## src/rtl/exc_entry_pkg.sv

```systemverilog
package exc_entry_pkg;

  localparam int ST_W        = 8;
  localparam int ILVL_W      = 4;
  localparam int ST_EXCM_BIT = 4;
  localparam int ST_UM_BIT   = 5;

  typedef enum logic [2:0] {
    VEC_NONE   = 3'd0,
    VEC_KERNEL = 3'd1,
    VEC_USER   = 3'd2,
    VEC_DOUBLE = 3'd3,
    VEC_DEBUG  = 3'd4
  } vec_id_e;

  localparam logic [2:0] RD_STATUS  = 3'd0;
  localparam logic [2:0] RD_CAUSE   = 3'd1;
  localparam logic [2:0] RD_VADDR   = 3'd2;
  localparam logic [2:0] RD_DBGC    = 3'd3;
  localparam logic [2:0] RD_DEPC    = 3'd4;
  localparam logic [2:0] RD_EPC1    = 3'd5;
  localparam logic [2:0] RD_EPCDBG  = 3'd6;
  localparam logic [2:0] RD_EPSDBG  = 3'd7;

  // vector for a general exception given the two mode flags
  function automatic vec_id_e general_vector(input logic excm, input logic um);
    if (excm)    return VEC_DOUBLE;
    else if (um) return VEC_USER;
    else         return VEC_KERNEL;
  endfunction

  // debug accepted only below the configured level
  function automatic logic debug_allowed(input logic [ILVL_W-1:0] cur,
                                         input logic [ILVL_W-1:0] dbg);
    return cur < dbg;
  endfunction

  // status word after debug entry
  function automatic logic [ST_W-1:0] debug_status(input logic [ST_W-1:0] st,
                                                   input logic [ILVL_W-1:0] lvl);
    logic [ST_W-1:0] r;
    r = st;
    r[ILVL_W-1:0]  = lvl;
    r[ST_EXCM_BIT] = 1'b1;
    return r;
  endfunction

  // misaligned access only traps when software handling is selected
  function automatic logic align_traps(input logic trap_en, input logic hw_en);
    return trap_en & ~hw_en;
  endfunction

endpackage

```

## src/rtl/exc_src_qual.sv

```systemverilog
module exc_src_qual
  import exc_entry_pkg::*;
#(
  parameter int XLEN             = 32,
  parameter int CAUSE_W          = 6,
  parameter int CAUSE_ALIGN      = 9,
  parameter int CAUSE_IFETCH_BUS = 12,
  parameter int CAUSE_DATA_BUS   = 13
) (
  input  logic               exc_req,
  input  logic [CAUSE_W-1:0] exc_cause,
  input  logic               exc_addr_vld,
  input  logic [XLEN-1:0]    exc_addr,
  input  logic               misalign_req,
  input  logic [XLEN-1:0]    misalign_addr,
  input  logic               align_trap_en,
  input  logic               hw_align_en,
  input  logic               buserr_req,
  input  logic               buserr_is_fetch,
  input  logic [XLEN-1:0]    buserr_fetch_addr,
  input  logic [XLEN-1:0]    buserr_data_addr,
  output logic               gen_vld,
  output logic [CAUSE_W-1:0] gen_cause,
  output logic               gen_addr_vld,
  output logic [XLEN-1:0]    gen_addr
);

  logic align_qual;
  assign align_qual = misalign_req & align_traps(align_trap_en, hw_align_en);

  // fixed order: explicit request, bus error, misaligned access
  always_comb begin
    gen_vld      = 1'b0;
    gen_cause    = '0;
    gen_addr_vld = 1'b0;
    gen_addr     = '0;
    if (exc_req) begin
      gen_vld      = 1'b1;
      gen_cause    = exc_cause;
      gen_addr_vld = exc_addr_vld;
      gen_addr     = exc_addr;
    end else if (buserr_req) begin
      gen_vld      = 1'b1;
      gen_addr_vld = 1'b1;
      if (buserr_is_fetch) begin
        gen_cause = CAUSE_W'(CAUSE_IFETCH_BUS);
        gen_addr  = buserr_fetch_addr;
      end else begin
        gen_cause = CAUSE_W'(CAUSE_DATA_BUS);
        gen_addr  = buserr_data_addr;
      end
    end else if (align_qual) begin
      gen_vld      = 1'b1;
      gen_cause    = CAUSE_W'(CAUSE_ALIGN);
      gen_addr_vld = 1'b1;
      gen_addr     = misalign_addr;
    end
  end

endmodule

```

## src/rtl/exc_arbiter.sv

```systemverilog
module exc_arbiter
  import exc_entry_pkg::*;
#(
  parameter int DBG_LEVEL = 6
) (
  input  logic              busy,
  input  logic              dbg_req,
  input  logic [ILVL_W-1:0] cur_lvl,
  input  logic              gen_vld,
  output logic              dbg_go,
  output logic              gen_go
);

  logic dbg_ok;
  assign dbg_ok = dbg_req & debug_allowed(cur_lvl, ILVL_W'(DBG_LEVEL));
  assign dbg_go = ~busy & dbg_ok;
  assign gen_go = ~busy & gen_vld & ~dbg_ok;

endmodule

```

## src/rtl/exc_entry_unit.sv

```systemverilog
module exc_entry_unit
  import exc_entry_pkg::*;
#(
  parameter int XLEN             = 32,
  parameter int CAUSE_W          = 6,
  parameter int DBGC_W           = 4,
  parameter int DBG_LEVEL        = 6,
  parameter int HAS_DEPC         = 1,
  parameter int CAUSE_ALIGN      = 9,
  parameter int CAUSE_IFETCH_BUS = 12,
  parameter int CAUSE_DATA_BUS   = 13
) (
  input  logic               clk,
  input  logic               rst_n,
  input  logic [XLEN-1:0]    cur_pc,
  input  logic               exc_req,
  input  logic [CAUSE_W-1:0] exc_cause,
  input  logic               exc_addr_vld,
  input  logic [XLEN-1:0]    exc_addr,
  input  logic               misalign_req,
  input  logic [XLEN-1:0]    misalign_addr,
  input  logic               align_trap_en,
  input  logic               hw_align_en,
  input  logic               buserr_req,
  input  logic               buserr_is_fetch,
  input  logic [XLEN-1:0]    buserr_fetch_addr,
  input  logic [XLEN-1:0]    buserr_data_addr,
  input  logic               dbg_req,
  input  logic [DBGC_W-1:0]  dbg_cause,
  input  logic               st_load,
  input  logic [ST_W-1:0]    st_load_val,
  input  logic [2:0]         rd_sel,
  output logic [XLEN-1:0]    rd_data,
  output logic               take_o,
  output logic [2:0]         vec_o
);

  localparam logic [ILVL_W-1:0] DBG_LVL_V = ILVL_W'(DBG_LEVEL);
  localparam bit USE_DEPC = (HAS_DEPC != 0);

  logic [ST_W-1:0]    status_q;
  logic [CAUSE_W-1:0] cause_q;
  logic [XLEN-1:0]    vaddr_q;
  logic [DBGC_W-1:0]  dbgcause_q;
  logic [XLEN-1:0]    depc_q;
  logic [XLEN-1:0]    epc1_q;
  logic [XLEN-1:0]    epcdbg_q;
  logic [ST_W-1:0]    epsdbg_q;
  logic               take_q;
  vec_id_e            vec_q;

  // named events for checking
  logic               gen_vld, gen_addr_vld;
  logic [CAUSE_W-1:0] gen_cause;
  logic [XLEN-1:0]    gen_addr;
  logic               dbg_go, gen_go;
  logic               enter_double;
  logic               write_epc1;

  exc_src_qual #(
    .XLEN(XLEN), .CAUSE_W(CAUSE_W), .CAUSE_ALIGN(CAUSE_ALIGN),
    .CAUSE_IFETCH_BUS(CAUSE_IFETCH_BUS), .CAUSE_DATA_BUS(CAUSE_DATA_BUS)
  ) u_qual (
    .exc_req(exc_req), .exc_cause(exc_cause),
    .exc_addr_vld(exc_addr_vld), .exc_addr(exc_addr),
    .misalign_req(misalign_req), .misalign_addr(misalign_addr),
    .align_trap_en(align_trap_en), .hw_align_en(hw_align_en),
    .buserr_req(buserr_req), .buserr_is_fetch(buserr_is_fetch),
    .buserr_fetch_addr(buserr_fetch_addr), .buserr_data_addr(buserr_data_addr),
    .gen_vld(gen_vld), .gen_cause(gen_cause),
    .gen_addr_vld(gen_addr_vld), .gen_addr(gen_addr)
  );

  exc_arbiter #(.DBG_LEVEL(DBG_LEVEL)) u_arb (
    .busy(take_q), .dbg_req(dbg_req), .cur_lvl(status_q[ILVL_W-1:0]),
    .gen_vld(gen_vld), .dbg_go(dbg_go), .gen_go(gen_go)
  );

  assign enter_double = gen_go & status_q[ST_EXCM_BIT];
  assign write_epc1   = gen_go & (~status_q[ST_EXCM_BIT] | ~USE_DEPC);

  always_ff @(posedge clk) begin
    if (!rst_n) begin
      status_q   <= '0;
      cause_q    <= '0;
      vaddr_q    <= '0;
      dbgcause_q <= '0;
      epc1_q     <= '0;
      epcdbg_q   <= '0;
      epsdbg_q   <= '0;
      take_q     <= 1'b0;
      vec_q      <= VEC_NONE;
    end else begin
      take_q <= dbg_go | gen_go;
      if (dbg_go) begin
        dbgcause_q <= dbg_cause;
        epcdbg_q   <= cur_pc;
        epsdbg_q   <= status_q;
        status_q   <= debug_status(status_q, DBG_LVL_V);
        vec_q      <= VEC_DEBUG;
      end else if (gen_go) begin
        cause_q <= gen_cause;
        if (gen_addr_vld) vaddr_q <= gen_addr;
        if (write_epc1)   epc1_q  <= cur_pc;
        status_q[ST_EXCM_BIT] <= 1'b1;
        vec_q <= general_vector(status_q[ST_EXCM_BIT], status_q[ST_UM_BIT]);
      end else if (st_load) begin
        status_q <= st_load_val;
      end
    end
  end

  generate
    if (USE_DEPC) begin : g_depc
      always_ff @(posedge clk) begin
        if (!rst_n)            depc_q <= '0;
        else if (enter_double) depc_q <= cur_pc;
      end
    end else begin : g_no_depc
      assign depc_q = '0;
    end
  endgenerate

  always_comb begin
    case (rd_sel)
      RD_STATUS: rd_data = XLEN'(status_q);
      RD_CAUSE:  rd_data = XLEN'(cause_q);
      RD_VADDR:  rd_data = vaddr_q;
      RD_DBGC:   rd_data = XLEN'(dbgcause_q);
      RD_DEPC:   rd_data = depc_q;
      RD_EPC1:   rd_data = epc1_q;
      RD_EPCDBG: rd_data = epcdbg_q;
      default:   rd_data = XLEN'(epsdbg_q);
    endcase
  end

  assign take_o = take_q;
  assign vec_o  = vec_q;

  // pulse lasts one cycle and mode flag is set after any entry
  p_take_single_r4: assert property (@(posedge clk) disable iff (!rst_n)
    take_q |=> !take_q);
  p_excm_set_r4: assert property (@(posedge clk) disable iff (!rst_n)
    take_q |-> status_q[ST_EXCM_BIT]);
  // user vector only from user mode outside exception mode; PC saved
  p_user_vec_r2: assert property (@(posedge clk) disable iff (!rst_n)
    (take_q && vec_q == VEC_USER) |->
      ($past(status_q[ST_UM_BIT]) && !$past(status_q[ST_EXCM_BIT]) && epc1_q == $past(cur_pc)));
  // double vector only when already in exception mode
  p_double_vec_r3: assert property (@(posedge clk) disable iff (!rst_n)
    (take_q && vec_q == VEC_DOUBLE) |-> $past(status_q[ST_EXCM_BIT]));
  // debug entry only from below the debug level
  p_debug_gate_r6: assert property (@(posedge clk) disable iff (!rst_n)
    (take_q && vec_q == VEC_DEBUG) |-> ($past(status_q[ILVL_W-1:0]) < DBG_LVL_V));
  // debug entry raises level and saves the old status
  p_debug_state_r7: assert property (@(posedge clk) disable iff (!rst_n)
    (take_q && vec_q == VEC_DEBUG) |->
      (status_q[ILVL_W-1:0] == DBG_LVL_V && epsdbg_q == $past(status_q)));
  // nothing is entered while a pulse is out
  p_busy_drop_r10: assert property (@(posedge clk) disable iff (!rst_n)
    take_q |=> ($stable(cause_q) && $stable(epcdbg_q)));

endmodule

```

## config.mk

```make
export PLATFORM = sky130hd
export DESIGN_NAME = exc_entry_unit
export DESIGN_NICKNAME = d
export VERILOG_FILES = /design/src/rtl/exc_entry_pkg.sv /design/src/rtl/exc_src_qual.sv /design/src/rtl/exc_arbiter.sv /design/src/rtl/exc_entry_unit.sv
export SDC_FILE = /design/constraint.sdc
export NUM_CORES = 1
export LEC_CHECK = 0
export ABC_CLOCK_PERIOD_IN_PS = 1640
export BUFFER_PORTS_ARGS = -buffer_cell sky130_fd_sc_hd__buf_2
export CAP_MARGIN = 20
export CORE_MARGIN = 1.5
export CORE_UTILIZATION = 45
export DETAILED_ROUTE_END_ITERATION = 7
export PLACE_DENSITY = 0.85
export SYNTH_ARGS = -nofsm -noshare
export SYNTH_HDL_FRONTEND = slang
export SYNTH_SLANG_ARGS = --single-unit
```

## constraint.sdc

```tcl
create_clock -name clk -period 1.64 [get_ports clk]
set_clock_uncertainty 0.1 [all_clocks]
set_input_delay 0.328 -clock clk [delete_from_list [all_inputs] [get_ports clk]]
set_output_delay 0.328 -clock clk [all_outputs]
set_load 0.01 [all_outputs]
```

==> impl_metrics.ini, run 1 <==
[timing]
clock.fmax_ghz = 0.503
worst_slew_pin_slew_ns = 0.384
min_period_ns = 1.99
rsz0062_at_grt = yes
fin_crit_sh_pct = 121
relSlewSlack_pct = 74.4
fin_hold_ws_ns = 0.0409
finalHoldViolCount = 0
setup_violations = 142
layout_setup_ws_ns = -0.350
finalMaxSlewViolations = 0

[global_route]
grt_max_degree = 45
antenna_found_initial = 2
grt_overflow_total = 0
grt_pass1_wl_mm = 42.5
grt_pass1_vias = 8025
grt.total_usage_pct = 30.4

[layout]
synthToLayoutAreaGrowth_pct = 43.6
final_area_sq_um = 11100
regArea_sq_um = 3180
fin_nets = 1369
fillerInstances = 1231
drive_above_1_share_pct = 41.0
multi_input_area_sq_um = 4540

[power_and_ir_drop]
power.switching_w = 0.00306
p_leak_nw = 5.13
switching_share_pct = 28.9
p_int_w = 0.00751
p_comb_share_pct = 22.1
clock_power_share_pct = 36.0
irDropWorstVdd_mv = 0.827
total_power_w = 0.0106
power_density_nw_per_um2 = 950
sequentialPowerShare_pct = 41.9

[run]
max_cap_viol_count = 0

[worst_setup_path]
startpoint_type = flop
worstPathMaxFanout = 2
rrSetupSlack_ns = -0.23
worstPathArrival_ns = 1.56
r2r_cells = 6
criticalPathCategory = reg -> out
cp.required_ns = 1.21
end_kind = primary output

[floorplanning]
die_w_microns = 134
die-area_sq_um = 18000
die_h_microns = 134
pin_count = 228
design.core.area_sq_um = 16700
start_util_pct = 46.4
rows = 47

[clock_tree]
cts_htree_levels = 4
clock_path_buffers = 2
clockRootBuffer = clkbuf_16
clk_pin_slew_worst_paths_ns = 0.06
clock-sinks = 158
cts_tree = done
holdBufCountCts = 0
numCtsBuffers = 17
clk_latency_ns = 0.42

[synth]
yosysTopAreaCell = dfxtp_1
synth_edf_count = 0
ys_async_sr_fraction_pct = 0
ys_warn_count = 0
synthCells = 908
synth_seq_cells = 158
netlist_area_sq_um = 7740
synth_area_leaders = dfxtp_1 41%, nand2_1 11%, mux2i_1 9.7%, a22oi_1 8.0%, mux2_2 5.2%
ys_seq_area_share_pct = 40.9
syn_avg_cell_area_sq_um = 8.53
synth_top_area_share_pct = 40.9
synth_fp_nets = 1100
ys.flop_type = dfxtp_1
synthTopCellsByCount = 224 x nand2_1, 158 x dfxtp_1, 82 x a22oi_1, 75 x mux2i_1, 59 x a21oi_1
synth.most_common_cell = nand2_1
synth_cell_types = 43

[routing]
vias_per_cell = 5.99
wirelength_mm = 29.2
drc = 0
vias = 8447
drtIter0Drc = 745
ant_nets = 0
wl_per_cell_microns = 20.7
drt_pre_antenna_iters = 7

[hold_path]
hold_path_class = in -> reg
hold_depth = 3

[placed_design]
place_congestion = 0.906
dp_slack_ns = -0.345
placed_area_sq_um = 9610
port_buffers = 227
hpwl_mm = 18.2

[status]
violations = negative setup slack
status = finished with violations
## per-stage QoR
step | setup TNS [ns] | util [%] | cells
final | -20.67 | 66.6 | 1411
after global routing | -34.32 | 66.6 | 1410
after CTS | -12.49 | 65.0 | 1398
after detailed placement | -39.64 | 57.6 | 1348
after global placement | -33.50 | 57.6 | 1348
after floorplan | -3.17 | - | 908
## cells by family after synthesis
family / after synthesis / synth area share (%)
DFF: 158 / 40.9
buffers and inverters: 90 / 5.11
AOI/OAI and AO/OA: 210 / 19.6
muxes: 113 / 15.5
and+or+nand+nor: 337 / 19.0
## state kept, by name, summed over array words and instances (netlist names)
| register | count |
|---|---|
| dbgcause_q | 4 |
| take_o | 1 |
| cause_q | 6 |
| vec_o | 3 |
| vaddr_q | 32 |
| epcdbg_q | 32 |
| epc1_q | 32 |
| epsdbg_q | 8 |
| status_q | 8 |
| depc_q | 32 |
## path summary, 6_finish.rpt
check          startpoint            end
min          dbg_cause[1]  dbgcause_q[1]
max reg2reg   status_q[1]     epc1_q[17]
max           epcdbg_q[6]     rd_data[6]
min reg2reg   epcdbg_q[9]    epcdbg_q[9]
## timing repair
item                       CTS  global route
setup endpoints to repair  179           189
pin swaps                   35            20
cloned                       8             6
gates resized for setup    102            33
buffers inserted            11             6
## routing by layer
| metal | GRT usage, % | vias up | wire [microns] |
|---|---|---|---|
| li1 | - | 3825 | - |
| met2 | 51.3 | 526 | 14000 |
| met1 | 37.6 | 3984 | 11200 |
| met4 | 14.0 | 0 | 1190 |
| met5 | 0 | - | 0 |
| met3 | 5.56 | 112 | 2800 |
## power by group through the flow
stage                     clock (W)  combinational (W)  sequential (W)
after floorplan                   0            0.00113         0.00436
after global placement            0            0.00189         0.00444
after detailed placement          0            0.00193         0.00445
after CTS                   0.00380            0.00220         0.00440
after global routing        0.00399            0.00247         0.00445
final                       0.00380            0.00233         0.00443
## final cells by class
type / instances / area share (%)
diodes: 2 / 0.0450
well taps: 220 / 2.48
repair buffers: 334 / 22.7
flip-flops and latches: 158 / 28.6
inverters: 6 / 0.214
clock inverters: 9 / 0.788
multi-input cells: 660 / 40.9
clock buffers: 22 / 4.27
## worst max-delay path: stages (launching register included)
cell and delay (ns):
dfxtp_2 0.32, o21ai_1 0.13, a21boi_1 0.11, buf_4 0.15, a221oi_2 0.20, a21oi_1 0.08
buf_2 0.15
## layout by cell type (no fill, tap or decap), types with 3 or more instances in the layout
cell        Yosys  layout
nor2_1         18      14
nand2_1       224     219
buf_4          10      63
o21ai_2         0       3
buf_8           0       6
nand2_2         0       4
buf_16          0       4
clkinv_2        0       3
o211a_1        29      29
a221oi_2        0       5
clkinvlp_4      0       4
a31oi_1         5       4
a311oi_1        3       3
nand3b_1        3       3
nand3_1        35      35
mux2i_1        75      73
buf_12          0      20
nor2b_1         6       3
a21oi_1        59      58
dfxtp_2         0      13
clkbuf_16       0      22
o21ai_1         0       6
and3_1          3       3
nor2_4          0       4
a22oi_1        82      51
a22oi_2         0      31
dfxtp_1       158     145
buf_2          16     219
inv_1           4       3
buf_6           0      15
clkbuf_8        0       3
mux2_2         36      35
nor3_1          7       5
nand4_1        30      30
Power figures use the tool's default switching activity.
==> inputs of run 2 (changes only) <==
--- a/config.mk
+++ b/config.mk
@@ -5,13 +5,14 @@
 export SDC_FILE = /design/constraint.sdc
 export NUM_CORES = 1
 export LEC_CHECK = 0
-export ABC_CLOCK_PERIOD_IN_PS = 1640
+export ABC_CLOCK_PERIOD_IN_PS = 2200
 export BUFFER_PORTS_ARGS = -buffer_cell sky130_fd_sc_hd__buf_2
 export CAP_MARGIN = 20
 export CORE_MARGIN = 1.5
 export CORE_UTILIZATION = 45
 export DETAILED_ROUTE_END_ITERATION = 7
-export PLACE_DENSITY = 0.85
+export PLACE_DENSITY = 0.82
+export SETUP_SLACK_MARGIN = 0.05
 export SYNTH_ARGS = -nofsm -noshare
 export SYNTH_HDL_FRONTEND = slang
 export SYNTH_SLANG_ARGS = --single-unit
==> constraint.sdc (replaced) <==
create_clock -name clk -period 2.2 [get_ports clk]
set_clock_uncertainty 0.1 [all_clocks]
set_input_delay 0.44 -clock clk [delete_from_list [all_inputs] [get_ports clk]]
set_output_delay 0.44 -clock clk [all_outputs]
set_load 0.01 [all_outputs]
==> run 2 against run 1 <==
The run now ends clean. Clock-buffer cell count down 3. Hold slack better by 0.11 ns. First-iteration DRC count down 15%. Cell count down 4.2%. Critical path depth up 1. Final area down 8.9%. Die area unchanged. Combinational power down 39%. Register-to-register slack better by 0.47 ns. Total power down 26%. Critical endpoint is now rd_data[0].
==> impl_metrics.ini, run 2 (synthesis gave the netlist of run 1 again) <==
[clock_tree]
cts_htree_levels = 4
cts_tree = done
clock_path_buffers = 2
clk_latency_ns = 0.42
clock-sinks = 158
holdBufCountCts = 0
clk_pin_slew_worst_paths_ns = 0.06
clockRootBuffer = clkbuf_16
post_cts_buffers = 0
numCtsBuffers = 17

[worst_setup_path]
r2r_cells = 6
cp_slowest_cell = nor4bb_1
path_cells = buf_4 -> buf_12 -> nor4bb_1 -> a31oi_1 -> o211ai_1 -> o31a_1 -> buf_2
cp.required_ns = 1.66
criticalPathCategory = in -> out
max_stage_delay_ns = 0.34
r2r_start = status_q[1]
startpoint_type = input port
r2r_end = depc_q[14]
worstPathMaxFanout = 11
rrSetupSlack_ns = 0.24
worstPathArrival_ns = 1.58
end_kind = primary output

[routing]
drc = 0
wl_per_cell_microns = 18.6
ant_nets = 0
vias_per_cell = 5.72
drt_pre_antenna_iters = 5
drtIter0Drc = 632
vias = 7727
wirelength_mm = 25.2

[layout]
final_area_sq_um = 10100
multi_input_area_sq_um = 4280
stdcell_count = 1352
fillerInstances = 1433
synthToLayoutAreaGrowth_pct = 30.8
drive_above_1_share_pct = 32.8
fin_nets = 1310
regArea_sq_um = 3170
layout_common_cells = 223 x nand2_1, 223 x buf_2, 155 x dfxtp_1, 82 x a22oi_1, 73 x mux2i_1

[timing]
setup_violations = 0
worst_slew_pin_slew_ns = 0.639
clock.fmax_ghz = 0.471
finalHoldViolCount = 0
finalMaxSlewViolations = 0
min_period_ns = 2.12
layout_setup_ws_ns = 0.0778
relSlewSlack_pct = 57.0
fin_crit_sh_pct = 96.5

[hold_path]
holdPathEnd = dbgcause_q[0]
hold_path_class = in -> reg
hp-start = dbg_cause[0]
hold_depth = 3

[placed_design]
dpl.cell_count = 1317
port_buffers = 227
hpwl_mm = 18.0
place_congestion = 0.918
placed_area_sq_um = 9340
dp_slack_ns = -0.00971

[floorplanning]
die_h_microns = 134
design.core.area_sq_um = 16700
die_w_microns = 134
rows = 47
start_util_pct = 46.4
pin_count = 228
die-area_sq_um = 18000

[power_and_ir_drop]
p_int_w = 0.00568
sequentialPowerShare_pct = 41.9
p_comb_share_pct = 17.9
irDropWorstVdd_mv = 0.457
power.switching_w = 0.00216
total_power_w = 0.00784
p_leak_nw = 4.70
clock_power_share_pct = 40.2
power_density_nw_per_um2 = 774
switching_share_pct = 27.5

[global_route]
grt_overflow_total = 0
grt.total_usage_pct = 27.2
grt_pass1_vias = 7144
grt_max_degree = 64
antenna_found_initial = 2
grt_pass1_wl_mm = 38.0

[status]
status = completed

[run]
max_cap_viol_count = 0
## run 2: cell type report
class	instances	area share [%]
Antenna cell	2	0.0494
Clock buffer	19	4.37
Clock inverter	12	1.83
Inverter	6	0.259
Multi-Input combinational cell	660	42.2
Sequential cell	158	31.3
Tap cell	220	2.72
Timing Repair Buffer	275	17.3
## run 2: worst max path at each step
stage / from / depth (start not counted) / endpoint
floorplan: rd_sel[2] / 6 / rd_data[10]
detailed placement: rd_sel[0] / 7 / rd_data[1]
CTS: rd_sel[2] / 6 / rd_data[1]
global placement: rd_sel[0] / 7 / rd_data[1]
finish: rd_sel[1] / 7 / rd_data[0]
global route: cause_q[0] / 5 / rd_data[0]
## run 2: power groups by stage
stage	registers, W	clock network (W)	logic, W
floorplan	0.00325	0	0.000833
global route	0.00330	0.00329	0.00153
CTS	0.00327	0.00318	0.00138
detailed placement	0.00333	0	0.00136
global placement	0.00332	0	0.00133
finish	0.00328	0.00315	0.00141
## run 2: critical path: cells and delay by family
family,cells,cell delay (ns)
AO/OA/AOI/OAI,3,0.36
buffers and inverters,3,0.44
AND/OR/NAND/NOR,1,0.34
## run 2: what timing repair did
item | CTS | global route
pin swaps | 0 | 3
gates cloned | 0 | 2
endpoints found under the hold margin | 0 | 0
setup endpoints to repair | 8 | 31
resized for setup | 8 | 24
## run 2: through the flow
step	utilization, %	hold slack, ns	TNS [ns]
after global routing	60.6	0.157	-0.122
final	60.6	0.153	0
after global placement	55.9	0.339	0
after detailed placement	55.9	0.344	-0.00971
after CTS	59.9	0.141	0
after floorplan	-	0.327	0
## run 2: routing by layer
layer / up-vias / global-route usage [%] / wire [microns]
li1: 3682 / - / -
met1: 3624 / 36.4 / 10700
met2: 380 / 44.2 / 11800
met3: 41 / 3.89 / 1960
met4: 0 / 10.9 / 691
met5: - / 0 / 0
==> inputs of run 3 (changes only) <==
--- a/config.mk
+++ b/config.mk
@@ -9,9 +9,9 @@
 export BUFFER_PORTS_ARGS = -buffer_cell sky130_fd_sc_hd__buf_2
 export CAP_MARGIN = 20
 export CORE_MARGIN = 1.5
-export CORE_UTILIZATION = 45
+export CORE_UTILIZATION = 50
 export DETAILED_ROUTE_END_ITERATION = 7
-export PLACE_DENSITY = 0.82
+export PLACE_DENSITY = 0.89
 export SETUP_SLACK_MARGIN = 0.05
 export SYNTH_ARGS = -nofsm -noshare
 export SYNTH_HDL_FRONTEND = slang
==> run 3 against run 2 <==
Register-to-register slack lost 0.05 ns. Cell count fell by 2.3%. Non-clock buffer count up 2.
==> impl_metrics.ini, run 3 (synthesis gave the netlist of run 1 again) <==
[status]
status = completed

[layout]
fin_nets = 1312
final_area_sq_um = 9950
layout_common_cells = 223 x nand2_1, 223 x buf_2, 155 x dfxtp_1, 81 x a22oi_1, 75 x mux2i_1
drive_above_1_share_pct = 31.8
synthToLayoutAreaGrowth_pct = 28.6
fillerInstances = 1229

[routing]
ant_nets = 0
vias_per_cell = 5.90
drc = 0
drtIter0Drc = 699
drt_pre_antenna_iters = 5
wirelength_mm = 24.2
wl_per_cell_microns = 18.3
vias = 7799

[worst_setup_path]
path_buf_inv = 4
criticalPathCategory = in -> out
max_stage_delay_ns = 0.21
path_cells = buf_4 -> buf_4 -> nor3_4 -> buf_12 -> a22oi_1 -> nand2_1 -> buf_2
cp.required_ns = 1.66
worstPathArrival_ns = 1.56
cpLargestDelayFamily = buffers and inverters
startpoint_type = input port
cpMostUsedCell = buf_4
rrSetupSlack_ns = 0.19
cp_slowest_cell = nor3_4
worstPathMaxFanout = 24
end_kind = primary output

[timing]
tns_ns = 0
relSlewSlack_pct = 58.1
setup_violations = 0
finalHoldViolCount = 0
worst_slew_pin_slew_ns = 0.624
fin_hold_ws_ns = 0.154
rsz0062_at_grt = yes
clock.fmax_ghz = 0.475
min_period_ns = 2.10
finalMaxSlewViolations = 0
fin_crit_sh_pct = 95.6

[clock_tree]
numCtsBuffers = 17
clk_pin_slew_worst_paths_ns = 0.06
cts_tree = done
cts_htree_levels = 4
clk_latency_ns = 0.42
clock-sinks = 158
clockRootBuffer = clkbuf_16
clock_path_buffers = 2
holdBufCountCts = 0

[placed_design]
hpwl_mm = 17.6
placed_area_sq_um = 9290
port_buffers = 227
place_congestion = 1.00

[global_route]
grt_pass1_vias = 7428
grt.total_usage_pct = 29.2
grt_pass1_wl_mm = 37.0
grt_overflow_total = 0
antenna_found_initial = 3
grt_max_degree = 68

[floorplanning]
die_w_microns = 127
design.core.area_sq_um = 15100
die-area_sq_um = 16200
start_util_pct = 51.1
pin_count = 228
die_h_microns = 127
rows = 45

[power_and_ir_drop]
power_density_nw_per_um2 = 763
p_leak_nw = 4.67
irDropWorstVdd_mv = 0.618

[hold_path]
hold_path_class = in -> reg

[run]
max_cap_viol_count = 0
-- run 3: report_power, final --
group          leakage (nW)  switching, W  internal [W]
Clock                 0.279       0.00110       0.00183
Combinational          3.10      0.000749      0.000641
Sequential             1.29      0.000181       0.00310
Total                  4.67       0.00203       0.00557
-- run 3: tightest hold or removal path, cell delays in order --
cell and delay, ns:
buf_2 0.07, a22oi_1 0.05, nor2_1 0.07
-- run 3: metal layers --
metal,global-route usage (%),wire length (microns)
met1,37.2,9960
met2,48.1,11500
met3,6.20,2070
met4,12.2,675
met5,0,0
-- run 3: path summary, 6_finish.rpt --
path / startpoint / end / cells after the start
max: rd_sel[0] / rd_data[9] / 7
max reg2reg: status_q[1] / vaddr_q[29] / 5
min: exc_cause[4] / cause_q[4] / 3
min reg2reg: epcdbg_q[12] / epcdbg_q[12] / 2
-- run 3: stage by stage --
stage / std cells / util, % / worst slack (ns) / total power [W]
final: 1321 / 65.7 / 0.0964 / 0.00760
after global routing: 1321 / 65.7 / 0.00115 / 0.00787
after CTS: 1315 / 65.2 / 0.0238 / 0.00758
after detailed placement: 1286 / 61.3 / 0.00717 / 0.00467
after global placement: 1286 / 61.3 / 0.0328 / 0.00463
after floorplan: 908 / - / 0.201 / 0.00409
-- run 3: layout make-up --
cell class	instances	area (sq um)	share of cell area, %
multi-input cells	660	4230	42.5
flip-flops and latches	158	3170	31.8
repair buffers	277	1710	17.2
clock buffers	23	468	4.70
well taps	188	235	2.36
clock inverters	6	111	1.12
inverters	6	22.5	0.226
diodes	3	7.51	0.0754
-- run 3: timing repair --
item | in CTS | in global routing
endpoints found under the hold margin | 0 | 0
setup endpoints to repair | 17 | 25
buffers inserted | 0 | 3
resized for setup | 3 | 19
pin swaps | 0 | 2
